### config.mk
export PLATFORM = sky130hd
export DESIGN_NAME = phy_irq_regs
export DESIGN_NICKNAME = d
export VERILOG_FILES = /design/src/rtl/phy_irq_pkg.sv /design/src/rtl/phy_irq_decode.sv /design/src/rtl/phy_irq_status.sv /design/src/rtl/phy_irq_cfg.sv /design/src/rtl/phy_irq_pin.sv /design/src/rtl/phy_irq_regs.sv
export SDC_FILE = /design/constraint.sdc
export NUM_CORES = 1
export LEC_CHECK = 0
export BUFFER_PORTS_ARGS = -buffer_cell sky130_fd_sc_hd__buf_4
export CAP_MARGIN = 20
export CORE_MARGIN = 8
export CORE_UTILIZATION = 48
export DETAILED_ROUTE_END_ITERATION = 16
export GPL_ROUTABILITY_DRIVEN = 0
export GPL_TIMING_DRIVEN = 0
export HOLD_SLACK_MARGIN = 0.12
export PLACE_DENSITY_LB_ADDON = 0.25
export SETUP_SLACK_MARGIN = 0.15
export SYNTH_ARGS = -nofsm -noshare
export SYNTH_HDL_FRONTEND = slang
export SYNTH_SLANG_ARGS = --single-unit
### constraint.sdc
create_clock -name clk -period 3 [get_ports clk]
set_input_delay 0.15 -clock clk [delete_from_list [all_inputs] [get_ports clk]]
set_output_delay 0.15 -clock clk [all_outputs]
set_load 0.03 [all_outputs]
### src/rtl/phy_irq_pkg.sv
package phy_irq_pkg;

  // Event positions inside the status byte (the enables sit at +N_EVT)
  typedef enum int unsigned {
    EV_LINK_UP    = 0,
    EV_RMT_FAULT  = 1,
    EV_LINK_DOWN  = 2,
    EV_LP_ACK     = 3,
    EV_PAR_FAULT  = 4,
    EV_PAGE_RX    = 5,
    EV_RX_ERR     = 6,
    EV_JABBER     = 7
  } evt_idx_e;

  // Which register an access hits, and how
  typedef struct packed {
    logic irq_wr;
    logic irq_rd;
    logic ctl_wr;
    logic ctl_rd;
  } acc_hit_t;

endpackage

### src/rtl/phy_irq_decode.sv
module phy_irq_decode
  import phy_irq_pkg::*;
#(
  parameter int unsigned          ADDR_W   = 5,
  parameter logic [ADDR_W-1:0]    IRQ_ADDR = 5'h1B,
  parameter logic [ADDR_W-1:0]    CTL_ADDR = 5'h1F
) (
  input  logic [ADDR_W-1:0] addr,
  input  logic              wr_en,
  input  logic              rd_en,
  output acc_hit_t          hit
);

  logic sel_irq;
  logic sel_ctl;

  assign sel_irq = (addr == IRQ_ADDR);
  assign sel_ctl = (addr == CTL_ADDR);

  always_comb begin
    hit.irq_wr = wr_en & sel_irq;
    hit.irq_rd = rd_en & sel_irq;
    hit.ctl_wr = wr_en & sel_ctl;
    hit.ctl_rd = rd_en & sel_ctl;
  end

endmodule

### src/rtl/phy_irq_status.sv
module phy_irq_status #(
  parameter int unsigned N_EVT = 8
) (
  input  logic             clk,
  input  logic             rst_n,
  input  logic             clr,
  input  logic [N_EVT-1:0] evt_pulse,
  output logic [N_EVT-1:0] st_q
);

  // One sticky flag per event; a new pulse wins over a clearing read
  for (genvar i = 0; i < N_EVT; i++) begin : g_flag
    always_ff @(posedge clk) begin
      if (!rst_n) begin
        st_q[i] <= 1'b0;
      end else begin
        st_q[i] <= (st_q[i] & ~clr) | evt_pulse[i];
      end
    end
  end

endmodule

### src/rtl/phy_irq_cfg.sv
module phy_irq_cfg #(
  parameter int unsigned DATA_W  = 16,
  parameter int unsigned N_EVT   = 8,
  parameter int unsigned POL_BIT = 9
) (
  input  logic              clk,
  input  logic              rst_n,
  input  logic              en_wr,
  input  logic              pol_wr,
  input  logic [DATA_W-1:0] wdata,
  output logic [N_EVT-1:0]  en_q,
  output logic              pol_q
);

  localparam int unsigned EN_LSB = DATA_W - N_EVT;

  logic unused_wdata;
  assign unused_wdata = ^wdata[EN_LSB-1:0];

  always_ff @(posedge clk) begin
    if (!rst_n) begin
      en_q  <= '0;
      pol_q <= 1'b0;
    end else begin
      if (en_wr)  en_q  <= wdata[DATA_W-1:EN_LSB];
      if (pol_wr) pol_q <= wdata[POL_BIT];
    end
  end

endmodule

### src/rtl/phy_irq_pin.sv
module phy_irq_pin #(
  parameter int unsigned N_EVT = 8
) (
  input  logic [N_EVT-1:0] st_q,
  input  logic [N_EVT-1:0] en_q,
  input  logic             pol_q,
  output logic             irq_pin
);

  logic active;

  assign active  = |(st_q & en_q);
  assign irq_pin = pol_q ? active : ~active;

endmodule

### src/rtl/phy_irq_regs.sv
module phy_irq_regs
  import phy_irq_pkg::*;
#(
  parameter int unsigned       ADDR_W   = 5,
  parameter int unsigned       DATA_W   = 16,
  parameter int unsigned       N_EVT    = 8,
  parameter logic [ADDR_W-1:0] IRQ_ADDR = 5'h1B,
  parameter logic [ADDR_W-1:0] CTL_ADDR = 5'h1F,
  parameter int unsigned       POL_BIT  = 9
) (
  input  logic              clk,
  input  logic              rst_n,
  input  logic [ADDR_W-1:0] addr,
  input  logic [DATA_W-1:0] wdata,
  input  logic              wr_en,
  input  logic              rd_en,
  output logic [DATA_W-1:0] rdata,
  output logic              rd_valid,
  input  logic [N_EVT-1:0]  evt_pulse,
  output logic              irq_pin
);

  localparam int unsigned EN_LSB = DATA_W - N_EVT;

  acc_hit_t          hit;
  logic [N_EVT-1:0]  st_q;
  logic [N_EVT-1:0]  en_q;
  logic              pol_q;
  logic [DATA_W-1:0] rd_word;
  logic [DATA_W-1:0] rdata_q;
  logic              rd_valid_q;

  phy_irq_decode #(
    .ADDR_W   (ADDR_W),
    .IRQ_ADDR (IRQ_ADDR),
    .CTL_ADDR (CTL_ADDR)
  ) u_decode (
    .addr  (addr),
    .wr_en (wr_en),
    .rd_en (rd_en),
    .hit   (hit)
  );

  phy_irq_status #(.N_EVT(N_EVT)) u_status (
    .clk       (clk),
    .rst_n     (rst_n),
    .clr       (hit.irq_rd),
    .evt_pulse (evt_pulse),
    .st_q      (st_q)
  );

  phy_irq_cfg #(
    .DATA_W  (DATA_W),
    .N_EVT   (N_EVT),
    .POL_BIT (POL_BIT)
  ) u_cfg (
    .clk    (clk),
    .rst_n  (rst_n),
    .en_wr  (hit.irq_wr),
    .pol_wr (hit.ctl_wr),
    .wdata  (wdata),
    .en_q   (en_q),
    .pol_q  (pol_q)
  );

  phy_irq_pin #(.N_EVT(N_EVT)) u_pin (
    .st_q    (st_q),
    .en_q    (en_q),
    .pol_q   (pol_q),
    .irq_pin (irq_pin)
  );

  // Readback mux: pre-clear status, current enables
  always_comb begin
    rd_word = '0;
    if (hit.irq_rd) begin
      rd_word[DATA_W-1:EN_LSB] = en_q;
      rd_word[N_EVT-1:0]       = st_q;
    end else if (hit.ctl_rd) begin
      rd_word[POL_BIT] = pol_q;
    end
  end

  always_ff @(posedge clk) begin
    if (!rst_n) begin
      rd_valid_q <= 1'b0;
      rdata_q    <= '0;
    end else begin
      rd_valid_q <= rd_en;
      rdata_q    <= rd_en ? rd_word : '0;
    end
  end

  assign rdata    = rdata_q;
  assign rd_valid = rd_valid_q;

endmodule

# Yosys cells after proc, flatten, opt, wreduce, memory -nomap -nowiden
# Cells that the tools add are included.
# word_totals
reg_bits	34
in_bits	33
output_inout_bits	18
word_cells	44
# op_classes
n_eq_ne	2
mux	3
bitwise	23
reduce_logical	3
# ops
cell	count
1-bit bitwise AND	12
5-bit equality test, second input constant	2
8-bit bitwise AND	1
1-bit OR	8
8-bit OR reduction	1
1-bit 2-to-1 mux	3
3-bit AND reduction	1
1-bit inverter	2
2-bit AND reduction	1

# Depth between registers and ports, before layout
# logic_depth
word_depth	5
mapped_depth	5
mapped_depth_nobuf	3

# Cells and area by module
# From an unflattened synthesis, not the netlist that was laid out.
# hier_totals
hier_cells	105
hier_area_um2	1189.9
# modules_own_cells
mod	n_inst	cells_per_inst	area_each_um2	seq_area_each_um2
phy_irq_regs	1	38	481.7	340.3
phy_irq_cfg	1	28	337.8	180.2
phy_irq_status	1	25	275.3	160.2
phy_irq_pin	1	6	50.0	0.0
phy_irq_decode	1	8	45.0	0.0

# Worst setup path before layout
# No wires, ideal clock.
# synth_timing
path_type	flip-flop to output port
from	register u_status.st_q[2]
to	output irq_pin
arrival_time_ns	1.126
t_required_ns	2.850
slack_ns	1.724
stages_incl_launch_ff	4
n_path_buf	0
path_cell_list	dfxtp_1 a22oi_1 nand4_1 xnor2_1
# synth_between
elab_chain_cells	4
# synth_lines
item	line	rtl
from (decl)	phy_irq_status.sv:8	output logic [N_EVT-1:0] st_q
from (signal, indexed assignment)	phy_irq_status.sv:17	st_q[i] <= (st_q[i] & ~clr) | evt_pulse[i];
8-bit bitwise AND (*)	phy_irq_pin.sv:12	assign active = |(st_q & en_q);
8-bit OR reduction (*)	phy_irq_pin.sv:12	
1-bit inverter	phy_irq_pin.sv:13	assign irq_pin = pol_q ? active : ~active;
1-bit 2-to-1 mux (*)	phy_irq_pin.sv:13	
to (decl)	phy_irq_regs.sv:20	output logic irq_pin
# Every way passes the cells marked *; elsewhere a longest branch is shown, timed or not.

# Worst setup path in the final report
# Same ends and word-level chain as after synthesis.

==> flow_summary.yaml <==
finish:
  filler_cell_count: 194
  insertedDiodeCount: 0
  finish.net_count: 221
  relative_area_change_from_synthesis_to_final_layout_pct: 49.1
  final_util_pct: 73.7
  drive_above_1_share_pct: 27.5
  seq_area_sq_um: 681
  combined_area_of_the_multi_input_logic_cells_sq_um: 479
drt:
  route.detailed.wl_per_inst_um: 14.4
  drt-initial-drc-count: 23
  route.detailed.drc: 0
  drt_first_pass_iters: 4
  route.vias.total: 1077
  totalWireLength_um: 3150
  vias_per_cell: 4.92
  number_of_routed_nets_with_antenna_violations: 0
global_routing:
  grt_first_pass_wirelength_um: 4930
  globalRouteTotalUtil_pct: 15.4
  number_of_global_route_vias_before_repair: 1076
  grt.met3_usage_pct: 6.95
  grt_overflow_total: 0
  grt_start_max_net_pins: 11
  grt-busiest-layer: "met2"
  grt_util_met2_pct: 26.1
  grt_met1_usage_pct: 15.8
  grt_antenna_before_repair: 0
pwr:
  maximum_vdd_drop_mv: 0.391
  power.density_nw_per_um2: 488
  cellLeakagePower_uw: 0.000779
  clkPwrFrac_pct: 37.5
  p_switching_uw: 191
  share_seq_of_total_power_pct: 53.4
  internal_power_uw: 684
  sw_frac_of_total_pct: 21.8
  power.combinational.fraction_pct: 9.1
floorplan:
  initial_core_util_pct: 49.4
  fp.dieW_um: 66.1
  floorplan.rows: 18
  dieHeight_um: 66.1
  floorplan.io_pins: 51
  core_area_sq_um: 2430
  fp.dieArea_sq_um: 4360
synth:
  mappedNetlistArea_sq_um: 1200
  yosys_warnings: 0
  syn_inst: 123
  yosys.cell_types.count: 21
  postSynthRegisterBits: 34
  avgSynthCellArea_sq_um: 9.78
  netlist_top_cells_area: "sky130_fd_sc_hd__dfxtp_1 57%, sky130_fd_sc_hd__and2_1 8.3%, sky130_fd_sc_hd__mux2i_1 7.5%"
  synth.top_cell.area_share_pct: 56.6
  yosysTopAreaCell: "sky130_fd_sc_hd__dfxtp_1"
  seq_area_frac_synth_pct: 56.6
  synthesis.nets: 156
worst_setup_path:
  worst_ep_arrival_time_ns: 1.48
  timing.setup.critical_path_class: "register to primary output"
  cp_cell_sequence: "a22oi_1 > nand4_1 > xnor2_1 > buf_4"
  required_time_of_the_worst_setup_path_ns: 2.85
  start_kind: "register"
  critical_path.endpoint_type: "primary output"
  cp_max_delay_cell: "sky130_fd_sc_hd__dfxtp_1"
  worst-path-max-fanout: 3
  largest_incremental_delay_on_the_critical_path_ns: 0.35
clock_network:
  worstSkewPairLatency_ns: 0.33
  h-tree-depth: 2
  post-cts-setup-buffer-count: 0
  cts_buffers: 5
  hold_buffers: 17
  path_clk_slew_ns: 0.10
  cts_buffer_depth: 2
  post_cts_resized: 0
  clock_tree.root_cell: "sky130_fd_sc_hd__clkbuf_4"
  clock_sinks: 34
  tritoncts: "done"
status:
  status: "complete, no violations"
placed_design:
  hpwl_um: 2090
  io_port_bufs: 41
timing:
  finalSetupViolCount: 0
  max_slew.worst_pin.slew_ns: 0.436
  fin_worst_skew_ns: 0.000688
  relSlewSlack_pct: 70.9
  number_of_max_slew_violations_in_the_final_report: 0
  finalWorstPathRequiredPeriod_ns: 1.63
  achievable-frequency_mhz: 613
  min_period_over_period_pct: 54.4
  rsz0062_at_grt: "no"
  finalHoldViolations: 0
  final.setup.tns_ns: 0
run:
  timing.max_cap.violations: 0
min_path:
  min_path_type: "input pin to register"
-- path summary, 6_finish.rpt --
kind,from,to,slack (ns),cells past startpoint
max,u_status.st_q[2],irq_pin,1.37,4
min,rst_n,u_cfg.en_q[7],0.13,3
max reg2reg,u_cfg.pol_q,u_cfg.pol_q,2.29,2
min reg2reg,u_cfg.en_q[6],u_cfg.en_q[6],0.47,2
-- cells in the mapped netlist --
cell,number
sky130_fd_sc_hd__inv_1,1
sky130_fd_sc_hd__and2_1,16
sky130_fd_sc_hd__nand2_1,17
sky130_fd_sc_hd__dfxtp_1,34
sky130_fd_sc_hd__and4b_1,1
sky130_fd_sc_hd__a21oi_1,8
sky130_fd_sc_hd__o21ai_0,9
sky130_fd_sc_hd__or3_1,1
sky130_fd_sc_hd__and3_4,1
sky130_fd_sc_hd__nand3_1,3
sky130_fd_sc_hd__nor3_2,1
sky130_fd_sc_hd__a21boi_0,1
sky130_fd_sc_hd__buf_6,2
sky130_fd_sc_hd__nand4_1,1
sky130_fd_sc_hd__buf_2,1
sky130_fd_sc_hd__nor2_1,8
sky130_fd_sc_hd__clkbuf_1,3
sky130_fd_sc_hd__mux2i_1,9
sky130_fd_sc_hd__nor3_1,1
sky130_fd_sc_hd__xnor2_1,1
sky130_fd_sc_hd__a22oi_1,4
-- critical path, delay by kind of cell (launching register included) --
kind	cells	cell delay, ns
AO/OA/AOI/OAI	1	0.23
AND/OR/NAND/NOR	1	0.14
flip-flops	1	0.35
buffers and inverters	1	0.21
XOR/XNOR	1	0.23
-- flip-flops by register name (all words and copies together) (netlist names) --
register,cells
rdata,16
u_cfg.en_q,8
u_status.st_q,8
rd_valid,1
u_cfg.pol_q,1
-- per-stage QoR --
step / hold WS, ns / std cells / cell area, sq um / setup slack [ns] / total power (uW)
3_5_place_dp: 0.376 / 194 / 1550 / 1.67 / 538
5_1_grt: 0.121 / 219 / 1790 / 1.27 / 911
6_report: 0.134 / 219 / 1790 / 1.37 / 875
3_3_place_gp: 0.378 / 194 / 1550 / 1.62 / 535
4_1_cts: 0.125 / 219 / 1790 / 1.38 / 877
2_1_floorplan: 0.272 / 123 / 1200 / 1.72 / 501
-- layer usage --
metal / wire, um / vias up
met5: 0 / -
li1: - / 542
met3: 183 / 4
met2: 1600 / 32
met1: 1330 / 499
met4: 41 / 0
-- area by class of cell --
| class | instances | area share, % |
|---|---|---|
| multi-input combinational | 82 | 26.7 |
| clock buffer | 7 | 2.51 |
| sequential | 34 | 38.0 |
| timing repair buffer | 58 | 26.7 |
| clock inverter | 1 | 1.67 |
| buffer | 6 | 2.16 |
| tap | 30 | 2.09 |
| inverter | 1 | 0.209 |
-- cells in the final DEF, fill, tap and decap left out, types with 2 or more instances in the layout --
master                           n
sky130_fd_sc_hd__nor2_1          8
sky130_fd_sc_hd__a22oi_1         4
sky130_fd_sc_hd__clkbuf_1        5
sky130_fd_sc_hd__nand3_1         3
sky130_fd_sc_hd__clkbuf_4        5
sky130_fd_sc_hd__nand2_1        17
sky130_fd_sc_hd__buf_4          41
sky130_fd_sc_hd__and2_1         16
sky130_fd_sc_hd__dlygate4sd3_1  17
sky130_fd_sc_hd__a21oi_1         8
sky130_fd_sc_hd__o21ai_0         9
sky130_fd_sc_hd__buf_6           2
sky130_fd_sc_hd__dfxtp_1        34
sky130_fd_sc_hd__mux2i_1         9
-- power groups by stage --
stage / Combinational, uW / Sequential, uW / Clock, uW
final: 79.2 / 467 / 328
after global routing: 85.5 / 468 / 357
after CTS: 78.4 / 467 / 332
after detailed placement: 60.3 / 478 / 0
after global placement: 58.2 / 477 / 0
after floorplan: 23.6 / 477 / 0
-- cells by family after synthesis --
logic type / after synthesis / synth area share [%]
buffers and inverters: 7 / 3.54
muxes: 9 / 7.49
and+or+nand+nor: 50 / 21.4
xor gates and xnor gates: 1 / 0.729
AOI/OAI and AO/OA: 22 / 10.2
DFF: 34 / 56.6
Power figures use the tool's default switching activity.
